**config.mk**
```make
export PLATFORM = sky130hd
export DESIGN_NAME = gpio_port
export DESIGN_NICKNAME = d
export VERILOG_FILES = /design/src/rtl/gpio_port_pkg.sv /design/src/rtl/gpio_sync.sv /design/src/rtl/gpio_regfile.sv /design/src/rtl/gpio_rdmux.sv /design/src/rtl/gpio_port.sv
export SDC_FILE = /design/constraint.sdc
export NUM_CORES = 1
export LEC_CHECK = 0
export BUFFER_PORTS_ARGS = -buffer_cell sky130_fd_sc_hd__buf_2
export CAP_MARGIN = 30
export CORE_MARGIN = 5
export CORE_UTILIZATION = 40
export CTS_CLUSTER_SIZE = 25
export DETAILED_ROUTE_END_ITERATION = 8
export GPL_TIMING_DRIVEN = 0
export PLACE_DENSITY = 0.66
export SETUP_SLACK_MARGIN = 0.2
export SYNTH_ARGS = -nofsm -noshare
export SYNTH_HDL_FRONTEND = slang
export SYNTH_SLANG_ARGS = --single-unit
```
**constraint.sdc**
```tcl
create_clock -name clk_i -period 0.8 [get_ports clk_i]
set_input_delay 0.16 -clock clk_i [delete_from_list [all_inputs] [get_ports clk_i]]
set_output_delay 0.16 -clock clk_i [all_outputs]
set_load 0.01 [all_outputs]
```
**src/rtl/gpio_port_pkg.sv**
```systemverilog
package gpio_port_pkg;
  typedef enum logic [1:0] {
    REG_DATA = 2'd0,
    REG_DIR  = 2'd1,
    REG_OPT  = 2'd2,
    REG_RSVD = 2'd3
  } reg_sel_e;
endpackage

```
**src/rtl/gpio_sync.sv**
```systemverilog
module gpio_sync #(
  parameter int W      = 8,
  parameter int STAGES = 2
) (
  input  logic         clk_i,
  input  logic         rst_ni,
  input  logic [W-1:0] d_i,
  output logic [W-1:0] q_o
);
  logic [W-1:0] stage_q [STAGES];

  always_ff @(posedge clk_i or negedge rst_ni) begin
    if (!rst_ni) begin
      for (int s = 0; s < STAGES; s++) stage_q[s] <= '0;
    end else begin
      stage_q[0] <= d_i;
      for (int s = 1; s < STAGES; s++) stage_q[s] <= stage_q[s-1];
    end
  end

  assign q_o = stage_q[STAGES-1];
endmodule

```
**src/rtl/gpio_regfile.sv**
```systemverilog
module gpio_regfile
  import gpio_port_pkg::*;
#(
  parameter int NUM_PINS = 8
) (
  input  logic                clk_i,
  input  logic                rst_ni,
  input  logic                wr_en_i,
  input  reg_sel_e            sel_i,
  input  logic [NUM_PINS-1:0] wdata_i,
  output logic [NUM_PINS-1:0] latch_o,
  output logic [NUM_PINS-1:0] dir_o,
  output logic [NUM_PINS-1:0] opt_o
);
  always_ff @(posedge clk_i or negedge rst_ni) begin
    if (!rst_ni) begin
      latch_o <= '0;
      dir_o   <= '0;
      opt_o   <= '0;
    end else if (wr_en_i) begin
      unique case (sel_i)
        REG_DATA: latch_o <= wdata_i; // written regardless of direction
        REG_DIR:  dir_o   <= wdata_i;
        REG_OPT:  opt_o   <= wdata_i;
        default:  ;
      endcase
    end
  end
endmodule

```
**src/rtl/gpio_rdmux.sv**
```systemverilog
module gpio_rdmux
  import gpio_port_pkg::*;
#(
  parameter int NUM_PINS = 8
) (
  input  reg_sel_e            sel_i,
  input  logic [NUM_PINS-1:0] latch_i,
  input  logic [NUM_PINS-1:0] dir_i,
  input  logic [NUM_PINS-1:0] opt_i,
  input  logic [NUM_PINS-1:0] pin_i,
  output logic [NUM_PINS-1:0] rdata_o
);
  logic [NUM_PINS-1:0] data_view;

  for (genvar b = 0; b < NUM_PINS; b++) begin : g_bit
    assign data_view[b] = dir_i[b] ? latch_i[b] : pin_i[b];
  end

  always_comb begin
    unique case (sel_i)
      REG_DATA: rdata_o = data_view;
      REG_DIR:  rdata_o = dir_i;
      REG_OPT:  rdata_o = opt_i;
      default:  rdata_o = '0;
    endcase
  end
endmodule

```
**src/rtl/gpio_port.sv**
```systemverilog
module gpio_port
  import gpio_port_pkg::*;
#(
  parameter int NUM_PINS    = 8,
  parameter int SYNC_STAGES = 2,
  localparam int AddrW      = $bits(reg_sel_e)
) (
  input  logic                clk_i,
  input  logic                rst_ni,
  input  logic                req_i,
  input  logic                we_i,
  input  logic [AddrW-1:0]    addr_i,
  input  logic [NUM_PINS-1:0] wdata_i,
  output logic [NUM_PINS-1:0] rdata_o,
  input  logic [NUM_PINS-1:0] pad_in_i,
  output logic [NUM_PINS-1:0] pad_out_o,
  output logic [NUM_PINS-1:0] pad_oe_o,
  output logic [NUM_PINS-1:0] pin_sync_o,
  output logic [NUM_PINS-1:0] irq_en_o
);
  reg_sel_e            sel;
  logic [NUM_PINS-1:0] latch, dir, opt, pin_s;

  assign sel = reg_sel_e'(addr_i);

  gpio_sync #(.W(NUM_PINS), .STAGES(SYNC_STAGES)) u_sync (
    .clk_i  (clk_i),
    .rst_ni (rst_ni),
    .d_i    (pad_in_i),
    .q_o    (pin_s)
  );

  gpio_regfile #(.NUM_PINS(NUM_PINS)) u_regs (
    .clk_i   (clk_i),
    .rst_ni  (rst_ni),
    .wr_en_i (req_i & we_i),
    .sel_i   (sel),
    .wdata_i (wdata_i),
    .latch_o (latch),
    .dir_o   (dir),
    .opt_o   (opt)
  );

  gpio_rdmux #(.NUM_PINS(NUM_PINS)) u_rdmux (
    .sel_i   (sel),
    .latch_i (latch),
    .dir_i   (dir),
    .opt_i   (opt),
    .pin_i   (pin_s),
    .rdata_o (rdata_o)
  );

  assign pad_out_o  = latch;
  assign pad_oe_o   = dir;
  assign pin_sync_o = pin_s;
  assign irq_en_o   = ~dir & opt;
endmodule

```
==> flow_summary.json <==
{
  "status": "finished with violations",
  "violations": "negative hold slack, negative setup slack",
  "seq_area_frac_synth": 0.581,
  "worst_clock_skew_ns": 0.00390,
  "synth_area_per_cell_um2": 14.2,
  "antenna_found_initial": 0,
  "vias_per_cell": 5.02,
  "rr_worst_depth": 3,
  "worstMarginPinSlew_ns": 0.536,
  "met1_length_um": 1940,
  "top_layer_used": "met4",
  "drive_gt1_frac": 0.665,
  "maxCapViolations": 0,
  "syn_area_mm2": 0.00172,
  "rsz0062_at_grt": "yes",
  "io_pins": 62,
  "area_growth_pct": 62.8,
  "finalHoldViolCount": 48,
  "portBuffers": 61,
  "cts_made_buffers": 5,
  "die_w_um": 75.7,
  "synthesis.nets": 143,
  "clockBufferDepth": 2,
  "vias": 1329,
  "period_share": 1.67,
  "drv_slew": 0,
  "die_height_um": 75.7,
  "placementRows": 23,
  "cp.arrival_ns": 1.17,
  "slew_headroom": 0.643,
  "path_class": "reg2out",
  "holdWs_ns": -0.135,
  "routed_wl_um": 4640,
  "initial_core_util": 0.422,
  "firstDrtPassIters": 4,
  "fmax_mhz": 750,
  "critical_path.endpoint": "irq_en_o[6]",
  "grt_pass1_wl_um": 7400,
  "peakVddDrop_mv": 1.31,
  "nets": 237,
  "synth_flop_cell": "dfrtp_1",
  "total_power_uw": 6330,
  "drtAntennaViolNets": 0,
  "wl_per_cell_um": 17.5,
  "power_density_mw_per_mm2": 2250,
  "routed-wl-met3_um": 356,
  "stdcell_count": 265,
  "grt.total_usage": 0.178,
  "setup_slack_ns": -0.533,
  "synth_edf_count": 0,
  "synth-seq-cells": 40,
  "coreArea_mm2": 0.00409,
  "placed_cells": 232,
  "drc": 0,
  "die_area_mm2": 0.00572,
  "critPathMaxFanout": 3,
  "fin_util": 0.687,
  "drtIter0Drc": 48,
  "n_antenna_cell": 0,
  "dp_slack_ns": -0.701,
  "ys_warn_count": 0,
  "rrSetupSlack_ns": -0.23,
  "cp-end-kind": "output port",
  "r2r-start": "u_regs.dir_o[6]",
  "synthArstFlopShare": 1.00,
  "wl_met2_um": 2310,
  "syn_inst": 121,
  "path_clk_slew_ns": 0.07,
  "clk_latency_ns": 0.29,
  "h-tree-depth": 2,
  "ys_types": 16,
  "grt_max_degree": 41,
  "rr_endpoint": "u_regs.dir_o[6]",
  "hpwlAfterDp_um": 2800,
  "grt.overflow.total": 0,
  "leakage_uw": 0.00144,
  "gp_congestion": 0.794,
  "start_kind": "flip-flop",
  "numClockSinks": 40,
  "cts_root_buf": "clkbuf_8",
  "grt_pass1_vias": 1439,
  "setup_violations": 64,
  "fin_crit_ns": 1.33,
  "hp-class": "in2async",
  "startpoint": "u_regs.dir_o[6]",
  "crit_required_ns": 0.64,
  "cts_tree": "built"
}
critical path: stages (launching register included):
cell and delay, ns:
dfrtp_1 0.40, buf_4 0.15, buf_6 0.12, nor2b_4 0.11, buf_6 0.11
layout by cell type, fill, tap and decap left out, types with 2 or more instances in the layout:
cell type | netlist | final
buf_6 | 3 | 44
nor2b_2 | 0 | 2
clkbuf_8 | 0 | 7
buf_12 | 0 | 4
o211ai_1 | 8 | 8
mux2_4 | 16 | 24
buf_4 | 8 | 9
nor2b_4 | 0 | 6
a32oi_1 | 8 | 8
dfrtp_1 | 40 | 40
buf_8 | 0 | 2
buf_2 | 0 | 36
nand2_1 | 8 | 8
inv_1 | 8 | 8
power breakdown:
group	internal [µW]	total [µW]	switching [µW]	leakage (µW)
Clock	768	1440	667	0.0000503
Sequential	2330	2600	269	0.000474
Combinational	1440	2290	853	0.000915
Total	4540	6330	1790	0.00144
cell usage after synthesis (all sizes together), types with 8 or more instances:
master / n / area, µm²
nor2b: 8 / 50.1
a32oi: 8 / 70.1
nand2: 8 / 30.0
o211ai: 8 / 60.1
dfrtp: 40 / 1000
mux2: 24 / 330
inv: 9 / 33.8
buf: 11 / 93.8
through the flow:
step                TNS [ns]  cell area, µm²
floorplan              -6.55            1790
global placement      -19.46            2160
detailed placement    -20.93            2160
CTS                   -18.39            2710
global route          -22.04            2810
finish                -19.49            2810
worst min path at each step:
stage	startpoint	to
final	rst_ni	u_sync.q_o[3]
after CTS	pad_in_i[3]	u_sync.stage_q[11]
after detailed placement	pad_in_i[7]	u_sync.stage_q[15]
after floorplan	rst_ni	u_regs.dir_o[0]
after global placement	pad_in_i[6]	u_sync.stage_q[14]
after global routing	rst_ni	u_sync.q_o[3]
layout make-up:
cell class | instances | area (µm²)
plain buffers | 11 | 141
clock buffers | 7 | 96.3
repair buffers | 87 | 779
flip-flops and latches | 40 | 1000
fillers | 285 | 1280
multi-input cells | 61 | 691
well taps | 50 | 62.6
inverters | 9 | 36.3
sequential cells by signal, summed over array words and instances (netlist names):
register        flops
u_regs.dir_o        8
u_regs.latch_o      8
u_regs.opt_o        8
u_sync.q_o          8
u_sync.stage_q      8
routing by layer:
layer / GRT usage / vias up
li1: - / 606
met1: 0.241 / 664
met2: 0.284 / 53
met3: 0.0515 / 6
met4: 0.0408 / 0
met5: 0 / -
repair_timing:
item / in CTS / in global routing
setup endpoints to repair: 64 / 104
setup buffers: 15 / 8
gates resized for setup: 55 / 9
pin swaps: 3 / 3
gates cloned: 3 / 0
endpoints found under the hold margin: 8 / 48
cell families (layout without fill, tap and decap cells):
group,after synthesis,after routing,synth area share
simple gates,21,21,0.0784
buf+inv,20,114,0.0740
compound gates,16,16,0.0755
flops,40,40,0.581
mux,24,24,0.192
Power figures use the tool's default switching activity.
